===== config.mk =====
export PLATFORM = sky130hd
export DESIGN_NAME = ilv_wr_sched
export DESIGN_NICKNAME = d
export VERILOG_FILES = /design/src/rtl/ilv_wr_pkg.sv /design/src/rtl/ilv_wr_gap.sv /design/src/rtl/ilv_wr_bank_timers.sv /design/src/rtl/ilv_wr_pipe.sv /design/src/rtl/ilv_wr_sched.sv
export SDC_FILE = /design/constraint.sdc
export NUM_CORES = 1
export LEC_CHECK = 0
export CAP_MARGIN = 0
export CORE_UTILIZATION = 30
export DETAILED_ROUTE_END_ITERATION = 8
export PLACE_DENSITY_LB_ADDON = 0.15
export SLEW_MARGIN = 20
export SYNTH_ARGS = -nofsm -noshare
export SYNTH_HDL_FRONTEND = slang
export SYNTH_SLANG_ARGS = --single-unit

===== constraint.sdc =====
create_clock -name clk -period 2.9 [get_ports clk]
set_input_delay 0.29 -clock clk [delete_from_list [all_inputs] [get_ports clk]]
set_output_delay 0.29 -clock clk [all_outputs]
set_load 0.02 [all_outputs]

===== src/rtl/ilv_wr_pkg.sv =====
package ilv_wr_pkg;

  // Which of the two column writes (and data slots) of a transaction
  typedef enum logic {
    DS_FIRST  = 1'b0,
    DS_SECOND = 1'b1
  } dslot_e;

  // Width of a down-counter that must hold the value v
  function automatic int cnt_w(input int v);
    return (v < 2) ? 1 : $clog2(v + 1);
  endfunction

endpackage


===== src/rtl/ilv_wr_gap.sv =====
// Issue-spacing counter: after a start, blocks the next one for T_RR-1 cycles.
module ilv_wr_gap #(
  parameter int T_RR = 4
) (
  input  logic clk,
  input  logic rst,
  input  logic start,
  output logic free
);
  localparam int CW = ilv_wr_pkg::cnt_w(T_RR);

  logic [CW-1:0] cnt_q;

  always_ff @(posedge clk) begin
    if (rst) begin
      cnt_q <= '0;
    end else if (start) begin
      cnt_q <= CW'(T_RR - 1);
    end else if (cnt_q != '0) begin
      cnt_q <= cnt_q - 1'b1;
    end
  end

  assign free = (cnt_q == '0);
endmodule


===== src/rtl/ilv_wr_bank_timers.sv =====
// One row-cycle countdown per rotation slot, loaded on activate.
module ilv_wr_bank_timers #(
  parameter int NUM_ROT = 4,
  parameter int T_RC    = 16
) (
  input  logic               clk,
  input  logic               rst,
  input  logic [NUM_ROT-1:0] load,
  output logic [NUM_ROT-1:0] free
);
  localparam int CW = ilv_wr_pkg::cnt_w(T_RC);

  for (genvar i = 0; i < NUM_ROT; i++) begin : g_tmr
    logic [CW-1:0] cnt_q;

    always_ff @(posedge clk) begin
      if (rst) begin
        cnt_q <= '0;
      end else if (load[i]) begin
        cnt_q <= CW'(T_RC - 1);
      end else if (cnt_q != '0) begin
        cnt_q <= cnt_q - 1'b1;
      end
    end

    assign free[i] = (cnt_q == '0);
  end
endmodule


===== src/rtl/ilv_wr_pipe.sv =====
// Slot delay line; every stage is exposed as a tap (tap k = input delayed k+1 edges).
module ilv_wr_pipe #(
  parameter int DEPTH = 8,
  parameter int W     = 8
) (
  input  logic                    clk,
  input  logic                    rst,
  input  logic [W-1:0]            din,
  output logic [DEPTH-1:0][W-1:0] taps
);
  logic [DEPTH-1:0][W-1:0] st_q;

  for (genvar k = 0; k < DEPTH; k++) begin : g_st
    always_ff @(posedge clk) begin
      if (rst) begin
        st_q[k] <= '0;
      end else if (k == 0) begin
        st_q[k] <= din;
      end else begin
        st_q[k] <= st_q[(k == 0) ? 0 : k - 1];
      end
    end
  end

  assign taps = st_q;
endmodule


===== src/rtl/ilv_wr_sched.sv =====
module ilv_wr_sched #(
  parameter int BANK_W    = 3,
  parameter int ROW_W     = 8,
  parameter int COL_W     = 6,
  parameter int NUM_ROT   = 4,
  parameter int STRIDE    = 2,
  parameter int BASE_BANK = 1,
  parameter int T_RR      = 4,
  parameter int T_RCD     = 7,
  parameter int T_CWD     = 6,
  parameter int T_RC      = 16
) (
  input  logic              clk,
  input  logic              rst,
  input  logic              req_valid,
  output logic              req_ready,
  input  logic [ROW_W-1:0]  req_row,
  input  logic [COL_W-1:0]  req_col_a,
  input  logic [COL_W-1:0]  req_col_b,
  output logic              row_vld,
  output logic [BANK_W-1:0] row_bank,
  output logic [ROW_W-1:0]  row_addr,
  output logic              col_vld,
  output logic              col_ap,
  output logic [BANK_W-1:0] col_bank,
  output logic [COL_W-1:0]  col_addr,
  output logic              msk_vld,
  output logic              msk_sel,
  output logic [BANK_W-1:0] msk_bank,
  output logic              dat_vld,
  output logic              dat_sel,
  output logic [BANK_W-1:0] dat_bank
);
  import ilv_wr_pkg::*;

  localparam int T_CC   = T_RR / 2;                 // column packet period
  localparam int PIPE_D = T_RCD + T_CC + T_CWD;     // longest event offset
  localparam int ROT_W  = (NUM_ROT > 1) ? $clog2(NUM_ROT) : 1;
  localparam int PW     = 1 + BANK_W + 2 * COL_W;   // {vld, bank, col_a, col_b}
  localparam int P_CB   = 0;
  localparam int P_CA   = COL_W;
  localparam int P_BK   = 2 * COL_W;
  localparam int P_V    = 2 * COL_W + BANK_W;
  localparam int TAP_C1 = T_RCD - 1;
  localparam int TAP_C2 = T_RCD + T_CC - 1;
  localparam int TAP_D1 = T_RCD + T_CWD - 1;
  localparam int TAP_D2 = PIPE_D - 1;

  // Elaboration-time parameter checks
  if (T_RR < 2 || (T_RR % 2) != 0) begin : g_bad_rr
    $error("T_RR must be even and at least 2");
  end
  if (T_RC > 4 * T_RR) begin : g_bad_rc
    $error("T_RC must not exceed four T_RR intervals");
  end
  if (T_RCD < 1 || T_CWD < 1) begin : g_bad_lat
    $error("T_RCD and T_CWD must be at least 1");
  end

  // ---------------- issue control ----------------
  logic [ROT_W-1:0]   rot_q;
  logic [NUM_ROT-1:0] bank_free;
  logic [NUM_ROT-1:0] bank_load;
  logic               gap_free;
  logic               accept;
  logic [BANK_W-1:0]  cur_bank;

  assign req_ready = gap_free && bank_free[rot_q];
  assign accept    = req_valid && req_ready;
  assign cur_bank  = BANK_W'(BASE_BANK + STRIDE * int'(rot_q));

  always_comb begin
    bank_load = '0;
    if (accept) bank_load[rot_q] = 1'b1;
  end

  always_ff @(posedge clk) begin
    if (rst) begin
      rot_q <= '0;
    end else if (accept) begin
      rot_q <= (rot_q == ROT_W'(NUM_ROT - 1)) ? '0 : rot_q + 1'b1;
    end
  end

  ilv_wr_gap #(.T_RR(T_RR)) u_gap (
    .clk   (clk),
    .rst   (rst),
    .start (accept),
    .free  (gap_free)
  );

  ilv_wr_bank_timers #(.NUM_ROT(NUM_ROT), .T_RC(T_RC)) u_tmr (
    .clk  (clk),
    .rst  (rst),
    .load (bank_load),
    .free (bank_free)
  );

  // ---------------- slot pipeline ----------------
  logic [PW-1:0]              pipe_in;
  logic [PIPE_D-1:0][PW-1:0]  taps;

  assign pipe_in = {accept, cur_bank, req_col_a, req_col_b};

  ilv_wr_pipe #(.DEPTH(PIPE_D), .W(PW)) u_pipe (
    .clk  (clk),
    .rst  (rst),
    .din  (pipe_in),
    .taps (taps)
  );

  logic [PW-1:0] t_c1, t_c2, t_d1, t_d2;
  assign t_c1 = taps[TAP_C1];
  assign t_c2 = taps[TAP_C2];
  assign t_d1 = taps[TAP_D1];
  assign t_d2 = taps[TAP_D2];

  // ---------------- row channel ----------------
  always_ff @(posedge clk) begin
    if (rst) begin
      row_vld  <= 1'b0;
      row_bank <= '0;
      row_addr <= '0;
    end else begin
      row_vld  <= accept;
      row_bank <= cur_bank;
      row_addr <= req_row;
    end
  end

  // ---------------- column and mask channels ----------------
  always_ff @(posedge clk) begin
    if (rst) begin
      col_vld  <= 1'b0;
      col_ap   <= 1'b0;
      col_bank <= '0;
      col_addr <= '0;
    end else if (t_c1[P_V]) begin
      col_vld  <= 1'b1;
      col_ap   <= 1'b0;
      col_bank <= t_c1[P_BK +: BANK_W];
      col_addr <= t_c1[P_CA +: COL_W];
    end else if (t_c2[P_V]) begin
      col_vld  <= 1'b1;
      col_ap   <= 1'b1;
      col_bank <= t_c2[P_BK +: BANK_W];
      col_addr <= t_c2[P_CB +: COL_W];
    end else begin
      col_vld  <= 1'b0;
      col_ap   <= 1'b0;
    end
  end

  dslot_e msk_sel_d, dat_sel_d;
  assign msk_sel_d = t_c1[P_V] ? DS_FIRST : DS_SECOND;
  assign dat_sel_d = t_d1[P_V] ? DS_FIRST : DS_SECOND;

  always_ff @(posedge clk) begin
    if (rst) begin
      msk_vld  <= 1'b0;
      msk_sel  <= 1'b0;
      msk_bank <= '0;
    end else begin
      msk_vld  <= t_c1[P_V] | t_c2[P_V];
      msk_sel  <= msk_sel_d;
      msk_bank <= t_c1[P_V] ? t_c1[P_BK +: BANK_W] : t_c2[P_BK +: BANK_W];
    end
  end

  // ---------------- data slot markers ----------------
  always_ff @(posedge clk) begin
    if (rst) begin
      dat_vld  <= 1'b0;
      dat_sel  <= 1'b0;
      dat_bank <= '0;
    end else begin
      dat_vld  <= t_d1[P_V] | t_d2[P_V];
      dat_sel  <= dat_sel_d;
      dat_bank <= t_d1[P_V] ? t_d1[P_BK +: BANK_W] : t_d2[P_BK +: BANK_W];
    end
  end

endmodule


==> impl_summary.md, run 1 <==
Clock network
TritonCTS created 23 clock buffers. The count of cells resized by post-cts repair is 4. After clock tree synthesis, the setup repair step added 0 buffers. The hold-fix buffer count after cts is 0. The H-tree depth reported by CTS is 1. The clock sink count is 209. Counting along the longest clock path gives a buffer depth of 3. The worst-skew pair later-pin latency is 490 ps. The root buffer cell chosen for the clock tree is clkbuf_16.

The TritonCTS clock tree is yes. After clock tree synthesis, the clock-pin slew on the worst setup and hold paths is 60 ps.

Logic synthesis
In this run, synthesis inferred 0 flip-flops with an integrated enable. During synthesis, Yosys emitted a total of 0 warnings. The most used flip-flop cell after synthesis is dfxtp_1. Sorting the synthesized cells by area gives the leading types as dfxtp_1, nor2b_1, ha_1, mux2i_1, nor2_1. Each instance of the synthesized netlist takes up on average 11.2 µm².

The cell count after synthesis is 587. The synthesized netlist occupies a cell area of 6550 µm². The proportion of register bits with asynchronous set or reset after synthesis is 0%. The number of nets handed over by synthesis was 624. After synthesis the netlist holds a flip-flop and latch count of 209. The number of different library cells used by synthesis comes to 36. The sequential fraction of the synthesis area is 63.9%.

The largest total area in the synthesized netlist belongs to dfxtp_1. After synthesis, the largest area contributor takes up 63.9% of total cell area.

Placement
The total instance count after detailed placement is 887. After legalization and detailed placement, the total HPWL measured 5880 µm. At the end of routability-driven placement, the weighted congestion stood at 0.657. The total of buffers placed on input and output ports is 56.

Power and ir drop
Power spread over the standard cell area amounts to 897 nW/µm². In this run the static leakage power is 3.14 nW. The worst supply voltage drop on vdd is 0.352 mV.

Cells and area
From synthesis to final layout, the design area changed by 24.4%. The fill cell total of the finished layout is 2057. The leading cell type in the layout, fill and taps excluded is dfxtp_1. The proportion of layout cells with a drive suffix above 1 is 8.42%.

The repair_antennas step left the layout with diodes totalling 0. After the last flow step, the layout net total stands at 674. After the flow finishes, the layout carries non-filler instances totaling 928.

The top cell types in the final layout, fill and taps aside, are dfxtp_1, nor2b_1, clkdlybuf4s50_1, nor2_1, clkbuf_16.

STA
The final count of negative-setup-slack endpoints is 0. The hold violation total from the final report is 0. The max-slew violation count was 0. The final critical-path share of the clock period is 91.3%. Based on the critical path, the design can be clocked at up to 378 MHz. The actual slew at the worst max-slew pin is 876 ps. Setup repair after global routing left no endpoint under its margin. Clock skew on the completed layout was measured at 8.42 ps. For the finished layout, the period the worst path requires is 2650 ps. The headroom to the max-slew limit is 41.5%. In the final timing run, aggregate negative setup slack is 0 ps.

Floorplanning
The die boundary height is 150 µm. The die covers 22400 µm². The initial standard-cell utilization of the core is 30.8%. The die extent in x is 150 µm. The region available for standard cell placement spans 21200 µm². 57 I/O pins were placed. The number of placement rows is 53.

Setup path
The startpoint class of the critical path is a flip-flop. Data arrives at the worst endpoint at 2360 ps. Among cell families on the critical path, the largest total delay comes from simple AND/OR/NAND/NOR gates. The critical path goes through inv_1, ha_1, or4b_4, o22a_4, a21oi_1, dlygate4sd2_1. The slowest stage of the critical path is the or4b_4 cell. Data on the critical path is required at its endpoint by 2610 ps. The maximum fanout encountered on the critical timing path is 6.

STA classifies the critical path endpoint as an output pin. In this design, the stage delay of the slowest critical-path cell is 520 ps. The number of buffers and inverters on the critical path is 2. The type of the worst setup path is flip-flop to output pin.

Drt
The overall routed net length is 9980 µm. Across all layers, the routed design uses 3752 vias. For this block, the initial DRC count from the detailed router was 190.

After detailed routing, the average wire length per cell comes to 10.8 µm. The length of the first detailed-routing pass in iterations is 4. The number of remaining DRC errors is 0. The post-route antenna net violation count is 0.

Dividing the detail-routed via count by the number of cells gives 4.04.

Outcome
The flow ran to the end, and the final reports show no timing, DRC or antenna violations.

Global route
Entering global routing, the biggest net connects 96 pins. The residual overflow from global routing is 0. The initial antenna violation count is 0. Across every metal layer, demand over resource in global routing totals 9.30%.

The first global-routing pass estimated 17000 µm of wire. The via count of the first global-routing pass is 3644.

Hold path
The tightest min-delay check is of the input port to flip-flop type.

Flow run
The number of max-capacitance violations reported is 0.
-- per-layer routing --
layer | up-vias | GRT usage, % | wire length, µm
met2 | 87 | 14.9 | 4330
met3 | 28 | 3.14 | 646
li1 | 1975 | - | -
met1 | 1662 | 11.3 | 4650
met4 | 0 | 4.04 | 349
met5 | - | 0 | 0
-- metrics by stage --
step | hold slack, ps | cell area [µm²] | total power, mW | utilization [%] | worst slack [ps]
after floorplan | 411 | 6550 | 4.08 | - | 854
after global placement | 418 | 7330 | 4.26 | 34.6 | 462
after detailed placement | 421 | 7330 | 4.37 | 34.6 | 390
after CTS | 148 | 8150 | 7.42 | 38.4 | 224
after global routing | 169 | 8150 | 7.70 | 38.4 | 121
final | 158 | 8150 | 7.31 | 38.4 | 252
-- path summary, 6_finish.rpt --
path | start | to | slack (ps) | depth (start not counted)
setup / recovery | u_tmr.g_tmr[3].cnt_q[0] | req_ready | 250 | 6
hold / removal | rst | dat_sel | 160 | 2
setup reg to reg | u_tmr.g_tmr[1].cnt_q[0] | u_tmr.g_tmr[0].cnt_q[1] | 610 | 7
hold reg to reg | u_pipe.taps[38] | u_pipe.taps[54] | 430 | 1
-- layout make-up --
class | instances | area, µm² | share of cell area (%)
sequential | 209 | 4180 | 51.4
multi-input combinational | 329 | 2160 | 26.6
clock buffer | 34 | 707 | 8.68
timing repair buffer | 60 | 603 | 7.40
tap | 275 | 344 | 4.22
clock inverter | 7 | 92.6 | 1.14
inverter | 14 | 52.6 | 0.645
-- Yosys cell counts (9+ instances only) --
cell	instances
nand2_1	16
ha_1	14
a21oi_1	13
dfxtp_1	209
nor2b_1	164
clkbuf_1	25
xnor2_1	9
nor2_1	40
o22ai_1	10
mux2i_1	16
inv_1	14
-- flip-flops by register name, summed over array words and instances (netlist names) --
signal             flops
dat_sel                1
col_addr               6
col_ap                 1
u_tmr.g_tmr.cnt_q     20
col_vld                1
row_addr               8
u_gap.cnt_q            3
msk_sel                1
dat_vld                1
msk_bank               3
col_bank               3
dat_bank               3
rot_q                  2
u_pipe.taps          156
-- where the power goes --
part           leakage, nW  switching (mW)  internal (mW)  total, mW
registers             1.70           0.134           3.06       3.19
clock network        0.400            1.10           1.86       2.96
logic                 1.04           0.598          0.554       1.15
total                 3.14            1.83           5.48       7.31
-- kinds of logic (layout without fill, tap and decap cells) --
family / Yosys count / in the layout / synth area share (%)
AND/OR/NAND/NOR: 242 / 242 / 21.2
buffers and inverters: 49 / 115 / 3.29
flip-flops: 209 / 209 / 63.9
AO/OA/AOI/OAI: 42 / 42 / 4.28
XOR/XNOR: 11 / 11 / 1.47
adder cells (fa/ha/maj): 14 / 14 / 2.68
multiplexers: 20 / 20 / 3.13
(Power assumes the default switching activity.)
==> run 2, diff against run 1 <==
--- a/config.mk
+++ b/config.mk
@@ -6,10 +6,12 @@
 export NUM_CORES = 1
 export LEC_CHECK = 0
 export CAP_MARGIN = 0
+export CORE_ASPECT_RATIO = 0.5
 export CORE_UTILIZATION = 30
 export DETAILED_ROUTE_END_ITERATION = 8
+export HOLD_SLACK_MARGIN = 0.06
 export PLACE_DENSITY_LB_ADDON = 0.15
-export SLEW_MARGIN = 20
+export SLEW_MARGIN = 30
 export SYNTH_ARGS = -nofsm -noshare
 export SYNTH_HDL_FRONTEND = slang
 export SYNTH_SLANG_ARGS = --single-unit
==> run 2 against run 1 <==
Combinational power hardly changed. Sequential cell count stayed put. Global-route usage is 0.13 points higher. Sequential share of layout area is 0.88 points higher. Routed wire length is 2.4% higher. Register-to-register slack better by 60 ps. Non-clock buffer count is 1 higher. Hold slack better by 54 ps. Total power is 7.0% lower. Largest cell class unchanged. Final cell count is 1.2% higher. Highest routed layer unchanged.
==> impl_summary.md, run 2 (synthesis gave the netlist of run 1 again) <==
Drt
The length of the first detailed-routing pass in iterations is 4 (unchanged). The number of remaining DRC errors came to 0 (unchanged). The post-route antenna net violation count came to 0 (unchanged).

The overall routed net length is 10200 µm (+2.4%). The ratio of routed vias to standard cells is 3.90 (-3.5%). The number of DRC markers in iteration 0 was 155 (-18%).

The mean routed wirelength per cell was 10.9 µm (+1.2%). The via count of the routed design came to 3665 (-2.3%).

Setup path
The endpoint identified for the worst register-to-register timing path is rot_q[1]. The critical path in this run is classified as flip-flop to output pin. The maximum fanout encountered on the critical timing path is 6 (unchanged).

The logic depth of the worst register-to-register path came to 6 (-1). STA classifies the critical path endpoint as an output pin. The arrival time of data at the critical path endpoint is 2360 ps (about the same). The worst-case register-to-register setup slack is 670 ps (+60 ps).

The startpoint identified for the worst register-to-register timing path is u_tmr.g_tmr[3].cnt_q[0]. The critical path data required time is 2610 ps (about the same). The slowest library cell on the worst path is or4b_4. STA classifies the critical path startpoint as a flip-flop. The delay of the slowest cell on the worst path is 520 ps (about the same).

Walking the worst path, the cells encountered are inv_1, ha_1, or4b_4, o22a_4, a21oi_1, dlygate4sd2_1.

Cells and area
The final antenna diode count came to 0 (unchanged). The area growth from synthesis to final layout is 22.3%. In the layout the commonest cells are dfxtp_1, nor2b_1, clkdlybuf4s50_1, nor2_1, clkbuf_16. The share of the core filled with cells in the final layout came to 38.2% (-0.20 points). The fill cell total of the finished layout is 2077 (+0.97%).

The flip-flop count of the largest register, all copies and words added came to 156 (unchanged). The library cell used most frequently in the layout, excluding fill and tap cells, is dfxtp_1. The proportion of layout cells with a drive suffix above 1 is 7.26% (-1.2 points). The number of nets in the layout was 672 (-0.30%). The total non-filler cell area in the finished layout is 8010 µm² (-1.7%).

STA
The final count of negative-setup-slack endpoints came to 0 (unchanged). The final-layout worst hold slack is 211 ps (+53.8 ps). The minimum period implied by the final worst setup slack is 2650 ps (+4.65 ps). The upper clock frequency limit is 377 MHz (-0.18%). The max-slew violation count was 0 (unchanged).

The headroom to the max-slew limit is 42.2% (+0.63 points). The final critical-path share of the clock period is 91.5% (+0.16 points). The actual slew at the worst max-slew pin is 867 ps (-9.38 ps).

The aggregate negative setup slack is 0 ps (unchanged). Setup repair after global routing left no endpoint under its margin. The clock tree skew after final layout is 6.77 ps (-1.65 ps).

The hold violation total from the final report is 0 (unchanged).

Clock network
The maximum clock path buffer count came to 3 (unchanged). In this run the clock root is driven by a clkbuf_16. The H-tree depth reported by CTS is 1 (unchanged). TritonCTS built the clock tree. The worst-skew pair later-pin latency is 480 ps (about the same). The total setup buffers inserted after CTS is 0 (unchanged). The hold-fix buffer count after cts came to 0 (unchanged). The clock sink count was 209 (unchanged). The total clock buffers created by CTS is 20 (-13%). The clock transition at the registers of the reported paths came to 60 ps (about the same).

Floorplanning
The area of the core came to 21000 µm² (-1.2%). The die boundary height is 106 µm (-29%). The number of top-level pins is 57 (unchanged). The area enclosed by the die boundary is 22500 µm² (+0.16%). The die extent in x is 211 µm (+41%). The number of placement rows was 37 (-30%). The initial standard-cell utilization of the core is 31.2% (+0.37 points).

Power and ir drop
The cell leakage power came to 3.06 nW (-2.5%). The power density relative to cell area is 849 nW/µm² (-5.4%). The worst supply voltage drop on vdd is 0.270 mV (-23%).

Flow run
The number of max-capacitance violations reported is 0 (unchanged).

Global route
The maximum number of pins on one net before global-route repair was 78 (-19%). The residual overflow from global routing is 0 (unchanged). The wire length of the first global-routing pass came to 17300 µm (+1.7%). The total track usage is 9.43% (+0.13 points). The initial antenna violation count is 0 (unchanged).

The via count of the first global-routing pass is 3535 (-3.0%).

Placement
The cell area after placement is 7360 µm² (+0.39%). The total of buffers placed on input and output ports is 56 (unchanged). The final HPWL from detailed placement is 6190 µm (+5.3%).

The routability-driven placement congestion ratio is 0.675 (+2.7%).

Hold path
The launch instance of the worst min-delay path is rst. The path class of the tightest hold or removal check is input port to flip-flop. The terminating pin of the worst hold path is u_gap.cnt_q[2].

The number of cells on the worst hold path is 2 (unchanged).

Outcome
The run finished with clean final reports.
[run 2: cell type report]
cell class,count,area (µm²),area share [%]
clock buffers,30,609,7.61
clock inverters,4,23.8,0.297
inverters,14,52.6,0.656
multi-input cells,329,2160,27.0
flip-flops and latches,209,4180,52.2
well taps,292,365,4.56
repair buffers,61,611,7.62
[run 2: worst max-delay path: cells and delay by family, from the launching register on]
kind | cells | cell delay, ps
buffers and inverters | 2 | 440
DFF | 1 | 330
and+or+nand+nor | 1 | 520
adders and majority gates | 1 | 170
AOI/OAI and AO/OA | 2 | 420
[run 2: worst max path at each step]
stage / from / end / slack [ps] / cells past startpoint
after floorplan: u_tmr.g_tmr[3].cnt_q[0] / rot_q[0] / 850 / 7
after global placement: u_tmr.g_tmr[3].cnt_q[0] / req_ready / 420 / 6
after detailed placement: u_tmr.g_tmr[3].cnt_q[0] / req_ready / 370 / 6
after CTS: u_tmr.g_tmr[3].cnt_q[0] / req_ready / 210 / 6
after global routing: u_tmr.g_tmr[3].cnt_q[0] / req_ready / 110 / 6
final: u_tmr.g_tmr[3].cnt_q[0] / req_ready / 250 / 6
[run 2: stage by stage]
step / total power, mW / setup slack, ps / cells
detailed placement: 4.34 / 370 / 905
global placement: 4.30 / 420 / 905
global route: 7.20 / 115 / 939
finish: 6.80 / 247 / 939
floorplan: 4.08 / 854 / 587
CTS: 6.92 / 215 / 939
[run 2: layer usage]
layer	up-vias	track usage (%)	share of wire, %	wire length (µm)
met2	43	13.1	40	4090
met4	0	3.31	2.4	247
met3	25	2.81	3.6	372
met1	1629	13.6	54	5510
li1	1968	-	-	-
met5	-	0	0	0
[run 2: timing repair]
item | CTS | global route
hold endpoints to repair | 0 | 0
resized for setup | 4 | 0
endpoints found under the setup margin | 1 | 0
[run 2: power breakdown]
group | internal, mW | switching [mW]
Clock | 1.45 | 1.04
Sequential | 3.06 | 0.127
Combinational | 0.549 | 0.577
